**src/rtl/pbl_pkg.sv**
```systemverilog
package pbl_pkg;

    typedef enum logic [2:0] {
        ST_SETTLE = 3'd0,
        ST_IDLE   = 3'd1,
        ST_QUAL   = 3'd2,
        ST_PRESS  = 3'd3,
        ST_HELD   = 3'd4,
        ST_REL    = 3'd5,
        ST_HOLD   = 3'd6
    } pbl_state_e;

    function automatic int unsigned pbl_max(input int unsigned a, input int unsigned b);
        return (a > b) ? a : b;
    endfunction

endpackage

```
**src/rtl/pbl_sync.sv**
```systemverilog
module pbl_sync #(
    parameter int unsigned STAGES = 2
) (
    input  logic clk_i,
    input  logic rst_ni,
    input  logic d_i,
    output logic q_o
);
    logic [STAGES-1:0] chain_q;
    logic [STAGES-1:0] chain_d;

    generate
        if (STAGES == 1) begin : g_one
            assign chain_d = d_i;
        end else begin : g_many
            assign chain_d = {chain_q[STAGES-2:0], d_i};
        end
    endgenerate

    // reset to the idle (high) level of the line
    always_ff @(posedge clk_i or negedge rst_ni) begin
        if (!rst_ni) chain_q <= '1;
        else         chain_q <= chain_d;
    end

    assign q_o = chain_q[STAGES-1];
endmodule

```
**src/rtl/pbl_fsm.sv**
```systemverilog
module pbl_fsm
    import pbl_pkg::*;
#(
    parameter int unsigned GLITCH_CYC = 63,
    parameter int unsigned DEB_CYC    = 7031250,
    parameter int unsigned TMO_CYC    = 28125000,
    parameter int unsigned SETTLE_CYC = 8
) (
    input  logic       clk_i,
    input  logic       rst_ni,
    input  logic       fault_i,
    input  logic       line_i,
    output logic       hold_nxt_o,
    output pbl_state_e st_o
);
    localparam int unsigned MAXC = pbl_max(pbl_max(GLITCH_CYC, DEB_CYC),
                                           pbl_max(TMO_CYC, SETTLE_CYC));
    localparam int unsigned CW   = $clog2(MAXC + 1);

    localparam logic [CW-1:0] L_GLT = CW'(GLITCH_CYC - 1);
    localparam logic [CW-1:0] L_DEB = CW'(DEB_CYC - 1);
    localparam logic [CW-1:0] L_TMO = CW'(TMO_CYC - 1);
    localparam logic [CW-1:0] L_SET = CW'(SETTLE_CYC - 1);

    typedef struct packed {
        pbl_state_e    st;
        logic [CW-1:0] cnt;
    } fsm_t;

    fsm_t cur_q, nxt_d;
    logic watching;
    logic cnt_zero;
    logic [CW-1:0] cnt_dec;

    assign cnt_zero = (cur_q.cnt == '0);
    assign cnt_dec  = cur_q.cnt - CW'(1);

    // states in which the block's drive is off and the line is observed
    assign watching = (cur_q.st == ST_IDLE) || (cur_q.st == ST_QUAL) ||
                      (cur_q.st == ST_PRESS) || (cur_q.st == ST_HELD) ||
                      (cur_q.st == ST_REL);

    always_comb begin
        nxt_d = cur_q;
        unique case (cur_q.st)
            ST_SETTLE: begin
                if (fault_i)       nxt_d.cnt = L_SET;
                else if (cnt_zero) nxt_d.st  = ST_IDLE;
                else               nxt_d.cnt = cnt_dec;
            end
            ST_IDLE: begin
                if (!line_i) begin
                    nxt_d.st  = ST_QUAL;
                    nxt_d.cnt = L_GLT;
                end
            end
            ST_QUAL: begin
                if (line_i) begin
                    nxt_d.st = ST_IDLE;
                end else if (cnt_zero) begin
                    nxt_d.st  = ST_PRESS;
                    nxt_d.cnt = L_DEB;
                end else begin
                    nxt_d.cnt = cnt_dec;
                end
            end
            ST_PRESS: begin
                // line masked: contact bounce after the press
                if (cnt_zero) nxt_d.st  = ST_HELD;
                else          nxt_d.cnt = cnt_dec;
            end
            ST_HELD: begin
                if (line_i) begin
                    nxt_d.st  = ST_REL;
                    nxt_d.cnt = L_DEB;
                end
            end
            ST_REL: begin
                if (!line_i) begin
                    nxt_d.st = ST_HELD;
                end else if (cnt_zero) begin
                    nxt_d.st  = ST_HOLD;
                    nxt_d.cnt = L_TMO;
                end else begin
                    nxt_d.cnt = cnt_dec;
                end
            end
            ST_HOLD: begin
                if (cnt_zero) begin
                    nxt_d.st  = ST_SETTLE;
                    nxt_d.cnt = L_SET;
                end else begin
                    nxt_d.cnt = cnt_dec;
                end
            end
            default: begin
                nxt_d.st  = ST_SETTLE;
                nxt_d.cnt = L_SET;
            end
        endcase
        if (fault_i && watching) begin
            nxt_d.st  = ST_SETTLE;
            nxt_d.cnt = L_SET;
        end
    end

    always_ff @(posedge clk_i or negedge rst_ni) begin
        if (!rst_ni) begin
            cur_q.st  <= ST_SETTLE;
            cur_q.cnt <= L_SET;
        end else begin
            cur_q <= nxt_d;
        end
    end

    assign hold_nxt_o = (nxt_d.st == ST_HOLD);
    assign st_o       = cur_q.st;
endmodule

```
**src/rtl/pbl_drive.sv**
```systemverilog
module pbl_drive (
    input  logic clk_i,
    input  logic rst_ni,
    input  logic fault_i,
    input  logic hold_nxt_i,
    output logic drive_o
);
    logic drive_d, drive_q;

    always_comb begin
        drive_d = fault_i | hold_nxt_i;
    end

    // line held low during reset
    always_ff @(posedge clk_i or negedge rst_ni) begin
        if (!rst_ni) drive_q <= 1'b1;
        else         drive_q <= drive_d;
    end

    assign drive_o = drive_q;
endmodule

```
**src/rtl/pbl_top.sv**
```systemverilog
module pbl_top
    import pbl_pkg::*;
#(
    parameter int unsigned SYNC_STAGES = 2,
    parameter int unsigned GLITCH_CYC  = 63,
    parameter int unsigned DEB_CYC     = 7031250,
    parameter int unsigned TMO_CYC     = 28125000,
    parameter int unsigned SETTLE_CYC  = 8
) (
    input  logic clk_i,
    input  logic rst_ni,
    input  logic fault_req_i,
    input  logic line_lvl_i,
    output logic drive_low_o
);
    logic       line_s;
    logic       hold_nxt;
    pbl_state_e st_w;

    pbl_sync #(.STAGES(SYNC_STAGES)) u_sync (
        .clk_i (clk_i),
        .rst_ni(rst_ni),
        .d_i   (line_lvl_i),
        .q_o   (line_s)
    );

    pbl_fsm #(
        .GLITCH_CYC(GLITCH_CYC),
        .DEB_CYC   (DEB_CYC),
        .TMO_CYC   (TMO_CYC),
        .SETTLE_CYC(SETTLE_CYC)
    ) u_fsm (
        .clk_i     (clk_i),
        .rst_ni    (rst_ni),
        .fault_i   (fault_req_i),
        .line_i    (line_s),
        .hold_nxt_o(hold_nxt),
        .st_o      (st_w)
    );

    pbl_drive u_drive (
        .clk_i     (clk_i),
        .rst_ni    (rst_ni),
        .fault_i   (fault_req_i),
        .hold_nxt_i(hold_nxt),
        .drive_o   (drive_low_o)
    );
endmodule

```
**config.mk**
```make
export PLATFORM = sky130hd
export DESIGN_NAME = pbl_top
export DESIGN_NICKNAME = d
export VERILOG_FILES = /design/src/rtl/pbl_pkg.sv /design/src/rtl/pbl_sync.sv /design/src/rtl/pbl_fsm.sv /design/src/rtl/pbl_drive.sv /design/src/rtl/pbl_top.sv
export SDC_FILE = /design/constraint.sdc
export NUM_CORES = 1
export LEC_CHECK = 0
export ABC_AREA = 1
export BUFFER_PORTS_ARGS = -buffer_cell sky130_fd_sc_hd__buf_4
export CORE_MARGIN = 5
export CORE_UTILIZATION = 50
export CTS_CLUSTER_DIAMETER = 60
export CTS_CLUSTER_SIZE = 10
export DETAILED_ROUTE_END_ITERATION = 8
export PLACE_DENSITY = 0.66
export SLEW_MARGIN = 15
export SYNTH_ARGS = -nofsm -noshare
export SYNTH_HDL_FRONTEND = slang
export SYNTH_SLANG_ARGS = --single-unit
export TNS_END_PERCENT = 1
```
**constraint.sdc**
```tcl
create_clock -name clk_i -period 2.7 [get_ports clk_i]
set_clock_uncertainty 0.05 [all_clocks]
set_input_delay 0.27 -clock clk_i [delete_from_list [all_inputs] [get_ports clk_i]]
set_output_delay 0.27 -clock clk_i [all_outputs]
set_load 0.05 [all_outputs]
```
* Yosys cells after proc, flatten, opt, wreduce, memory -nomap -nowiden *
Index checks and enable logic that the tools add are counted.

word-level totals
  bits in registers = 31
  latch bits = 0
  RAM bits = 0
  ROM bits = 0
  input bits = 4
  output and inout port bits = 1
  word-level logic and storage cells = 44
  memories = 0

cells by class
  add/subtract/negate cells = 1
  multipliers = 0
  div/mod/pow operators = 0
  order comparisons = 0
  equality and inequality tests = 11
  shifts and indexed selects = 0
  multiplexer cells = 19
  bitwise gates (word level) = 1
  reduce and logical (&&, ||, !) cells = 8

operator list
  cell                                                 number
  case mux 28 bit (7 select lines)                     1
  2-to-1 mux 25 bit                                    7
  2-to-1 mux 28 bit                                    3
  zero test 25 bit                                     1
  subtractor 25 x 1 -> 25 bit (second input constant)  1
  2-to-1 mux 3 bit                                     8
  == test 3 bit (second input constant)                4
  inequality test 3 bit (second input constant)        4
  == test 3 x 2 -> 1 bit (second input constant)       2
  logical OR 1 bit                                     4
  AND reduction 4 bit                                  1
  == test 3 x 1 -> 1 bit (second input constant)       1
  zero test 3 bit                                      1
  logical AND 1 bit                                    1
  bitwise OR 1 bit                                     1

* Logic depth before layout (Yosys ltp) *
Gate-level depths: netlist of the first run.

  depth in word-level cells = 9
  mapped depth = 13
  gate-level depth less buffers = 13

* By module *
A second synthesis of the first run with hierarchy kept.

unflattened totals
  cells, all modules = 422
  area total of the unflattened synthesis = 2,600.0 um2

by module, submodules not included
  module     instances  cells an instance  area an instance (um2)  sequential area each (um2)
  pbl_fsm    1          416                2,509.9                 704.4
  pbl_sync   1          2                  52.6                    52.6
  pbl_drive  1          4                  37.5                    26.3

* Worst setup path before layout of the first run *
OpenSTA, ideal clock, no wires.

  kind = flip-flop to flip-flop
  start = register u_fsm.cur_q[0] (netlist bit)
  end = register u_fsm.cur_q[10] (netlist bit)
  setup time = 0.116 ns
  arrival = 1.582 ns
  required time = 2.534 ns
  path slack = 0.952 ns
  cell stages (with the launch flop) = 12
  buffers on the path = 0
  clock period less this slack = 1.748 ns
  cells stage by stage = dfstp_2 -> inv_1 -> ha_1 -> nand2_1 -> nor2_4 -> nand2_1 -> inv_1 -> or2_2 -> nand3_1 -> nand2_1 -> nand2_1 -> nand2_1

between the ends
  word-level cells in the longest chain between the ends = 5
  elaborated cells on any way between the ends = 11
  those cells by class = add/sub (1); mux (9); reduce/logical (1)

ends and longest elaborated chain
  item                                                             RTL line                                     RTL
  from (decl)                                                      pbl_fsm.sv:30                                fsm_t cur_q, nxt_d;
  from (signal assigned)                                           pbl_fsm.sv:112                               cur_q <= nxt_d;
  subtractor 25 x 1 -> 25 bit or zero test 25 bit (tied branches)  pbl_fsm.sv:36, pbl_fsm.sv:35
  2-to-1 mux 25 bit, on equally long branches                      --
  2-to-1 mux 25 bit, on equally long branches                      pbl_fsm.sv:79, pbl_fsm.sv:58, pbl_fsm.sv:47
  case mux 28 bit (7 select lines) (*)                             pbl_fsm.sv:45                                unique case (cur_q.st)
  2-to-1 mux 28 bit (*)                                            pbl_fsm.sv:101                               if (fault_i && watching) begin

Mark *: on every way between the ends. The rest lies on a longest branch, timed or not. The select of a mux whose other input is x is not followed.
A chain may end at the register's enable or synchronous reset.

* Worst setup path after layout of the first run *
  start = register u_fsm.cur_q[0] (netlist bit)
  end = register u_fsm.cur_q[19] (netlist bit)

The elaborated chain is that of the path after synthesis.

==> metrics, run 1 <==
run status=complete, no violations; WP data arrival=2300 ps; Initial Util=50.9%; CTS Root Cell=clkbuf_8; R2R setup slack=530 ps; type of the setup path with the least slack=flop to flop; clk sink count=31; Post-synth EDFFs=0; first-pass GRT wire length=11.2 mm; CP most frequent cell=nand2_1; WL/cell=14.5 um; Worst setup SP type=flop; routed vias/inst=5.35; GR Util All Layers=22.0%; postcts setup bufs=0; Die Wd=81.6 um; Yosys top cell area share=24.4%; largest family of logic cells by synthesized area=simple AND/OR/NAND/NOR gates; pwr/cell area=748 nW/um2; Max Fanout on Critical Path=18; Netlist Area Pre-Place=2560 um2; Peak VDD IR=0.000361 V; synthesis-to-layout area growth=6.83%; cells after synthesis=379; worst hold path type=primary input to flop; Post-CTS Resized=0; area leader, netlist=dfrtp_1; count leader, synth=nand2_1; Die Y=81.6 um; CTS Buf Count=5; final period demand of the worst path=2170 ps; hold slack final=49.9 ps; synth unique cells=40; worst skew pair latency=290 ps; global route overflow=0; clk buf depth=2; Slew HR=71.8%; die area=6660 um2; Adder-Cell Fraction of Synth Area=1.46%; via count=2446; Hold-fix buffers, CTS=1; multiplexer share of the synthesized area=0%; fin. max-slew vios=0; xor and xnor area share after synthesis=3.07%; TNS Setup=0 ps; remaining antenna violation count=0; Ports=5; Post-synth top cells=123 x nand2_1, 41 x nor2_1, 39 x inv_1; Tightest Pin Transition=422 ps; n_diodes=0; Pre-antenna DRT Iters=5; Synth Area in Simple Gates=45.1%; met1 Track Usage GR=31.2%; sequential element share of the synthesized area=30.5%; worst-case reg-to-reg path depth=13; CP max-delay cell=dfstp_2; Tcrit/Tclk final=80.5%; top area cells in the synthesized netlist=dfrtp_1 24%, nand2_1 18%, dfstp_2 6.1%, nor2_1 6.0%, inv_1 5.7%; RR Endpoint=u_fsm.cur_q[19]; htree depth=2; Hold Vio Cnt, Final=0; YS warnings=0; gpl congestion=0.943; GR peak layer=met2; Setup crit end=u_fsm.cur_q[19]; Primary FF master, synth=dfrtp_1; Routed WL=6.61 mm; # port buffers=4; num rows=26; vias in the first global route=2318; RSZ-0062 raised after global routing=no; # setup viols final=0; Crit path required time=2820 ps; FF-to-FF Start=u_fsm.cur_q[0]; Largest stage delay, worst path=380 ps; met3 usage=2.74%; Max Clock Freq=0.460 GHz; antenna violations before repair=0; cell leakage power=0.00152 uW; Seq cells post-synth=31; Critical Path, Cell by Cell=inv_1 > ha_1 > inv_1 > nor2_1 > nand3_1 > nor2_2 > nand3_4 > nand2_1 > nand4_2 > nand2_1 > nand2_1 > nand2_1 > nand2_1; syn nets=386; core area=5040 um2; layout cells sized above 1=17.6%; largest net degree at the start of global routing=32; Fillers=501; share of synthesized flip-flops with an asynchronous set or reset=100%; Starting DRT DRC Count=177; clock-pin slew of the registers on the worst-case setup and hold paths=80 ps; CTS tree=yes; CP Launch Point=u_fsm.cur_q[0]; overall power=2050 uW; Synth Area in Compound Gates=10.4%; met2 Use GR=33.4%; Detailed Place HPWL=4.95 mm; Final nets=393; CP Capture Type=flop; max cap viols=0; Synth Area per Inst=6.77 um2; detailed-route DRC error count=0
[cell type report]
| type | instances | area, um2 | area share (%) |
|---|---|---|---|
| flip-flops and latches | 31 | 783 | 28.6 |
| clock buffers | 8 | 100 | 3.65 |
| multi-input cells | 295 | 1540 | 56.3 |
| inverters | 48 | 188 | 6.85 |
| repair buffers | 5 | 40.0 | 1.46 |
| well taps | 70 | 87.6 | 3.20 |
[worst min path at each step]
stage / startpoint / cells after the start / slack [ps] / endpoint
2_1_floorplan: rst_ni / 0 / -80 / u_fsm.cur_q[10]
3_5_place_dp: rst_ni / 1 / 190 / u_fsm.cur_q[3]
5_1_grt: line_lvl_i / 1 / 40 / u_sync.chain_q[0]
6_report: line_lvl_i / 1 / 50 / u_sync.chain_q[0]
3_3_place_gp: rst_ni / 1 / 190 / u_fsm.cur_q[3]
4_1_cts: line_lvl_i / 1 / 40 / u_sync.chain_q[0]
[kinds of logic after synthesis]
logic type | after synthesis
compound gates | 42
xor+xnor | 9
buf+inv | 53
flops | 31
fa+ha+maj | 3
simple gates | 241
[registers in the layout (all words and copies together), names as in the netlist]
signal / cells
u_fsm.cur_q: 25
u_fsm.st_o: 3
u_sync.chain_q: 2
u_drive.drive_o: 1
[cells in the final DEF, fill, tap and decap left out, types with 2 or more instances in the layout]
master / count
a21oi_1: 9
buf_4: 4
clkbuf_8: 7
dfrtp_1: 25
dfstp_2: 6
ha_1: 3
inv_1: 39
inv_2: 5
inv_4: 3
nand2_1: 123
nand2_2: 9
nand2_4: 2
nand3_1: 29
nand3_2: 2
nand3_4: 3
nand3b_1: 2
nand4_1: 3
nor2_1: 41
nor2_2: 12
nor2_4: 5
nor3_1: 5
o21ai_0: 10
o21ai_1: 4
o21ai_2: 4
o21bai_1: 3
o22ai_1: 6
xnor2_1: 2
xor2_1: 7
[worst max-delay path, delay by kind of cell (launching register included)]
| kind | cells | cell delay (ps) |
|---|---|---|
| simple gates | 10 | 1220 |
| buf+inv | 2 | 180 |
| fa+ha+maj | 1 | 210 |
| flops | 1 | 380 |
[where the power goes]
part	internal (uW)	switching [uW]	leakage, uW
Clock	233	184	0.0000515
Combinational	316	682	0.00106
Sequential	552	82.4	0.000411
[layer usage]
| metal | wire, um | vias up |
|---|---|---|
| met3 | 435 | 12 |
| met2 | 2890 | 95 |
| met5 | 0 | - |
| met4 | 180 | 0 |
| met1 | 3100 | 1118 |
| li1 | - | 1221 |
[per-stage QoR]
step | utilization (%) | setup WS, ps | std cells | cell area (um2)
after floorplan | - | 952 | 379 | 2560
after global placement | 52.2 | 597 | 448 | 2630
after detailed placement | 52.2 | 578 | 448 | 2630
after CTS | 54.3 | 557 | 457 | 2740
after global routing | 54.3 | 405 | 457 | 2740
final | 54.3 | 526 | 457 | 2740
No activity file was read; power rests on OpenSTA's default activity.
==> run 2, diff against run 1 <==
--- a/config.mk
+++ b/config.mk
@@ -5,7 +5,7 @@
 export SDC_FILE = /design/constraint.sdc
 export NUM_CORES = 1
 export LEC_CHECK = 0
-export ABC_AREA = 1
+export ABC_AREA = 0
 export BUFFER_PORTS_ARGS = -buffer_cell sky130_fd_sc_hd__buf_4
 export CORE_MARGIN = 5
 export CORE_UTILIZATION = 50
==> constraint.sdc (replaced) <==
create_clock -name clk_i -period 2 [get_ports clk_i]
set_clock_uncertainty 0.05 [all_clocks]
set_input_delay 0.2 -clock clk_i [delete_from_list [all_inputs] [get_ports clk_i]]
set_output_delay 0.2 -clock clk_i [all_outputs]
set_load 0.05 [all_outputs]
==> run 2 against run 1 <==
Net effect: the flow now finishes with violations (negative setup slack); count of clock-buffer cells in the layout stayed put; cell count grew 8.5%; sequential cell count unchanged; critical path depth shrank 7; final area is 30% higher; area after synthesis down 0.54%; critical path type unchanged; largest cell class unchanged; largest power group unchanged; highest routed layer unchanged.
==> metrics, run 2 <==
top area cells in the synthesized netlist=dfrtp_1 25%, dfstp_2 6.2%, o21ai_0 5.7%, a21oi_1 5.3%, nor2_1 5.1%; WL/cell=18.1 um; Pre-antenna DRT Iters=5; sw frac=35.1%; CTS tree=yes; sw power=707 uW; Primary FF master, synth=dfrtp_1; clk sink count=31; Synth Area per Inst=7.53 um2; overall power=2020 uW; RSZ-0062 raised after global routing=yes; via count=3118; GR Util All Layers=29.2%; htree depth=2; Yosys top cell area share=24.5%; met1 WL=3.67 mm; WP data arrival=2510 ps; area leader, netlist=dfrtp_1; fin. max-slew vios=0; WL met2=4.31 mm; failing checks=negative setup slack; first-pass GRT wire length=14.8 mm; cell leakage power=0.00164 uW; num rows=26; Peak VDD IR=0.000484 V; Seq cells post-synth=31; pwr/cell area=565 nW/um2; Clk network pwr share=24.2%; commonest non-fill, non-tap cells in the layout=97 x buf_4, 34 x nor2_1, 27 x nand2_1, 25 x o21ai_0, 25 x dfrtp_1; routed vias/inst=6.29; final period demand of the worst path=2380 ps; worst setup margin=-384 ps; detailed-route DRC error count=0; Post-synth top cells=35 x nor2_1, 29 x nand2_1, 29 x o21ai_0; Largest Register=u_fsm.cur_q; remaining antenna violation count=0; # setup viols final=28; hold slack final=221 ps; post-layout util=70.8%; Max Clock Freq=0.420 GHz; Sequential Area=783 um2; Placed Instance Area=3290 um2; Routed WL=8.98 mm; DR top layer=met4; cells after synthesis=339; syn nets=346; CTS Buf Count=5; n_diodes=0; WL met3=648 um; count leader, synth=nor2_1; DP Cell Count=484; max reg flops=25; synth unique cells=62; CP max-delay cell=or4_4; antenna violations before repair=0; Detailed Place HPWL=6.62 mm; Worst setup SP type=flop; Slew HR=45.9%; Non-Filler Cell Area, Final=3570 um2; CP Capture Type=flop; Tightest Pin Transition=811 ps; core area=5040 um2; CP Launch Point=u_fsm.cur_q[4]; layout cells sized above 1=35.7%; Max Fanout on Critical Path=5; Tcrit/Tclk final=119%; type of the setup path with the least slack=flop to flop; vias in the first global route=3113; Critical Path, Cell by Cell=or4_4 > or3_4 > o41a_1 > o21ai_2 > a21oi_1 > a221o_1; synthesis-to-layout area growth=39.9%; multi-input logic area=1780 um2; Die Y=81.4 um; run status=complete, but fails checks; Int Pwr=1310 uW; Ports=5; register share of total power=35.4%; Hold Startpoint=fault_req_i; # port buffers=4; Die Wd=81.4 um; Comb pwr share=40.4%; Hold Vio Cnt, Final=0; global route overflow=0; most common cell after layout, fill and taps aside=buf_4; Largest stage delay, worst path=580 ps; largest net degree at the start of global routing=32; final non-filler cell total=496; clock-pin slew of the registers on the worst-case setup and hold paths=60 ps; die area=6630 um2; worst skew pair latency=290 ps; Netlist Area Pre-Place=2550 um2; Starting DRT DRC Count=273; worst hold path type=primary input to flop; gpl congestion=0.967; Crit path required time=2120 ps; FF-to-FF Start=u_fsm.cur_q[4]; Initial Util=50.6%; Post-synth EDFFs=0; CTS Root Cell=clkbuf_8; Fillers=413; share of synthesized flip-flops with an asynchronous set or reset=100%; max cap viols=0; Final nets=432; clk buf depth=2; YS warnings=0; sequential element share of the synthesized area=30.7%
run 2: cell count changes in the layout (fill, tap and decap cells not counted), sizes merged, moves of 7 or more:
| cell | before | now |
|---|---|---|
| nand2 | 134 | 29 |
| buf | 4 | 100 |
| inv | 47 | 11 |
| nor2 | 59 | 35 |
| nand3 | 34 | 16 |
| a21oi | 10 | 27 |
| o21ai | 19 | 31 |
| nor3 | 6 | 16 |
| a31oi | 0 | 9 |
| a21o | 0 | 8 |
| or3 | 0 | 8 |
| a211oi | 0 | 7 |
| nor4 | 1 | 8 |
run 2: kinds of logic after synthesis:
group | share of synthesized area (%)
simple gates | 28.6
compound gates | 32.7
buf+inv | 5.49
flops | 30.7
xor+xnor | 1.03
fa+ha+maj | 1.47
run 2: layer usage:
metal,vias to the layer above,track usage (%)
met1,1502,35.2
li1,1454,-
met3,31,4.71
met2,131,50.4
met5,-,0
met4,0,14.0
run 2: final cells by class:
cell class / instances / share of cell area [%]
Inverter: 12 / 1.37
Clock buffer: 8 / 2.24
Multi-Input combinational cell: 273 / 49.8
Timing Repair Buffer: 102 / 22.2
Tap cell: 70 / 2.45
Sequential cell: 31 / 21.9
run 2: power groups by stage:
stage | Combinational, uW | Sequential (uW) | Clock, uW
after floorplan | 349 | 731 | 0
after global placement | 713 | 717 | 0
after detailed placement | 726 | 720 | 0
after CTS | 770 | 712 | 487
after global routing | 885 | 719 | 516
final | 815 | 713 | 487
run 2: critical path: cells and delay by family, from the launching register on:
kind,cells,cell delay (ps)
AND/OR/NAND/NOR,2,970
AO/OA/AOI/OAI,4,840
flip-flops,1,420
run 2: per-stage QoR:
stage	setup TNS (ps)	worst slack, ps
floorplan	-4230	-478
CTS	-5760	-374
global route	-8810	-468
global placement	-7020	-442
finish	-5360	-384
detailed placement	-7650	-482
run 2: what timing repair did:
action,in CTS,in global routing
gates cloned,0,0
endpoints found under the hold margin,26,0
setup buffers,1,1
pin swaps,15,3
hold buffers,2,0
resized for setup,22,21
setup endpoints to repair,29,29
run 2: path summary, 6_finish.rpt:
check / endpoint / slack, ps / cells after the start
setup / recovery: u_fsm.cur_q[10] / -380 / 6
hold / removal: u_fsm.st_o[0] / 220 / 2
setup reg to reg: u_fsm.cur_q[10] / -380 / 6
hold reg to reg: u_sync.chain_q[1] / 310 / 0
max in group asynchronous: u_drive.drive_o / 1220 / 2
min in group asynchronous: u_fsm.cur_q[14] / 340 / 2
==> run 3, diff against run 2 <==
--- a/config.mk
+++ b/config.mk
@@ -8,11 +8,10 @@
 export ABC_AREA = 0
 export BUFFER_PORTS_ARGS = -buffer_cell sky130_fd_sc_hd__buf_4
 export CORE_MARGIN = 5
-export CORE_UTILIZATION = 50
+export CORE_UTILIZATION = 25
 export CTS_CLUSTER_DIAMETER = 60
 export CTS_CLUSTER_SIZE = 10
 export DETAILED_ROUTE_END_ITERATION = 8
-export PLACE_DENSITY = 0.66
 export SLEW_MARGIN = 15
 export SYNTH_ARGS = -nofsm -noshare
 export SYNTH_HDL_FRONTEND = slang
==> run 3 against run 2 <==
Net effect: the run still ends with negative setup slack left; cell count increased by 13%; combinational power about the same; non-clock buffer count unchanged; critical endpoint unchanged; largest cell class unchanged; largest power group unchanged.
==> metrics, run 3 (synthesis results as in run 2) <==
gpl congestion=0.937; remaining antenna violation count=0; hold slack final=141 ps; Die Wd=111 um; dpl ws=-502 ps; Routed WL=9.08 mm; die area=12300 um2; CTS Buf Count=5; Int Pwr=1320 uW; # port buffers=4; Largest Register=u_fsm.cur_q; post-layout util=37.2%; sum of buffers and inverters on the critical path=1; Fillers=1013; fin. max-slew vios=0; commonest non-fill, non-tap cells in the layout=96 x buf_4, 34 x nor2_1, 28 x nand2_1, 27 x a21oi_1, 26 x o21ai_0; Tcrit/Tclk final=121%; Initial Util=25.9%; CP Capture Type=flop; multi-input logic area=1790 um2; Slew HR=70.8%; CTS Root Cell=clkbuf_8; clk buf depth=2; pwr/cell area=556 nW/um2; Tightest Pin Transition=438 ps; Final nets=432; Worst setup SP type=flop; CTS tree=yes; worst hold path type=primary input to flop; max cap viols=0; clock-pin slew of the registers on the worst-case setup and hold paths=70 ps; failing checks=negative setup slack; vias in the first global route=2931; worst skew pair latency=300 ps; synthesis-to-layout area growth=43.9%; first-pass GRT wire length=14.5 mm; core area=9860 um2; htree depth=2; Starting DRT DRC Count=221; type of the setup path with the least slack=flop to flop; max reg flops=25; RSZ-0062 raised after global routing=yes; num rows=36; Clk network pwr share=25.3%; Comb pwr share=39.9%; largest net degree at the start of global routing=32; final period demand of the worst path=2420 ps; Non-Filler Cell Area, Final=3670 um2; worst-case reg-to-reg path depth=8; delay-heaviest family, CP=compound AO/OA/AOI/OAI gates; Peak VDD IR=0.000276 V; cell leakage power=0.00165 uW; antenna violations before repair=0; register share of total power=34.7%; routed vias/inst=5.49; Max Fanout on Critical Path=4; Placed Instance Area=3390 um2; Max Clock Freq=0.413 GHz; Ports=5; n_diodes=0; via count=3066; GR Util All Layers=14.3%; CP max-delay cell=or3b_4; # setup viols final=27; Critical Path, Cell by Cell=inv_1 > ha_2 > or3b_4 > or3_4 > o41a_1 > o21ai_2 > a21oi_1 > a221o_1; hold depth=2; Pre-antenna DRT Iters=5; global route overflow=0; Sequential Area=783 um2; Worst path depth=8; WL/cell=16.3 um; most common cell after layout, fill and taps aside=buf_4; worst setup margin=-424 ps; sw power=720 uW; layout cells sized above 1=34.4%; Largest stage delay, worst path=420 ps; Detailed Place HPWL=6.82 mm; sw frac=35.3%; clk sink count=31; Die Y=111 um; run status=complete, but fails checks; Hold Vio Cnt, Final=0; WP data arrival=2560 ps; detailed-route DRC error count=0; Crit path required time=2130 ps
[run 3: cell count changes in the layout (fill, tap and decap cells not counted), moves of 2 or more]
cell,previous run,this run
o21ai_1,5,3
clkbuf_1,3,0
and4_4,2,0
a21oi_1,24,27
and4_1,0,2
nor4_2,1,4
inv_2,3,1
a31oi_2,2,0
o31ai_2,2,0
a21oi_2,3,0
inv_1,8,10
nor4_1,7,3
[run 3: layer usage]
layer  GRT usage [%]  share of wire, %
met1            19.3                46
met2            22.5                46
met3            2.51               5.5
met4            6.49               3.3
met5               0                 0
[run 3: final timing paths]
| check | startpoint | end | slack (ps) |
|---|---|---|---|
| max in group asynchronous | rst_ni | u_fsm.cur_q[0] | 1220 |
| worst max-delay path | u_fsm.cur_q[1] | u_fsm.cur_q[10] | -420 |
| worst min-delay path | fault_req_i | u_fsm.st_o[0] | 140 |
| worst min register to register | u_sync.chain_q[0] | u_sync.chain_q[1] | 310 |
| min in group asynchronous | rst_ni | u_fsm.cur_q[11] | 350 |
| worst max register to register | u_fsm.cur_q[1] | u_fsm.cur_q[10] | -420 |
[run 3: power groups by stage]
stage / Combinational [uW] / Sequential, uW / Clock [uW]
after global routing: 877 / 712 / 566
final: 815 / 709 / 517
after CTS: 760 / 708 / 534
after floorplan: 349 / 731 / 0
after global placement: 702 / 716 / 0
after detailed placement: 712 / 717 / 0
[run 3: cell type report]
| type | count | area share [%] |
|---|---|---|
| inverters | 12 | 1.23 |
| repair buffers | 102 | 21.6 |
| flip-flops and latches | 31 | 21.3 |
| clock inverters | 1 | 0.136 |
| clock buffers | 6 | 2.25 |
| well taps | 133 | 4.53 |
| multi-input cells | 273 | 48.9 |
[run 3: timing repair]
item	CTS	global route
endpoints found under the setup margin	29	29
endpoints found under the hold margin	26	0
pin swaps	11	4
hold buffers	2	0
resized for setup	20	15
buffers inserted	0	1
[run 3: metrics by stage]
| step | power [uW] | std cells | setup TNS (ps) |
|---|---|---|---|
| after global placement | 1420 | 548 | -8170 |
| after floorplan | 1080 | 339 | -4230 |
| after global routing | 2160 | 558 | -8040 |
| after detailed placement | 1430 | 548 | -9340 |
| final | 2040 | 558 | -5130 |
| after CTS | 2000 | 557 | -4740 |
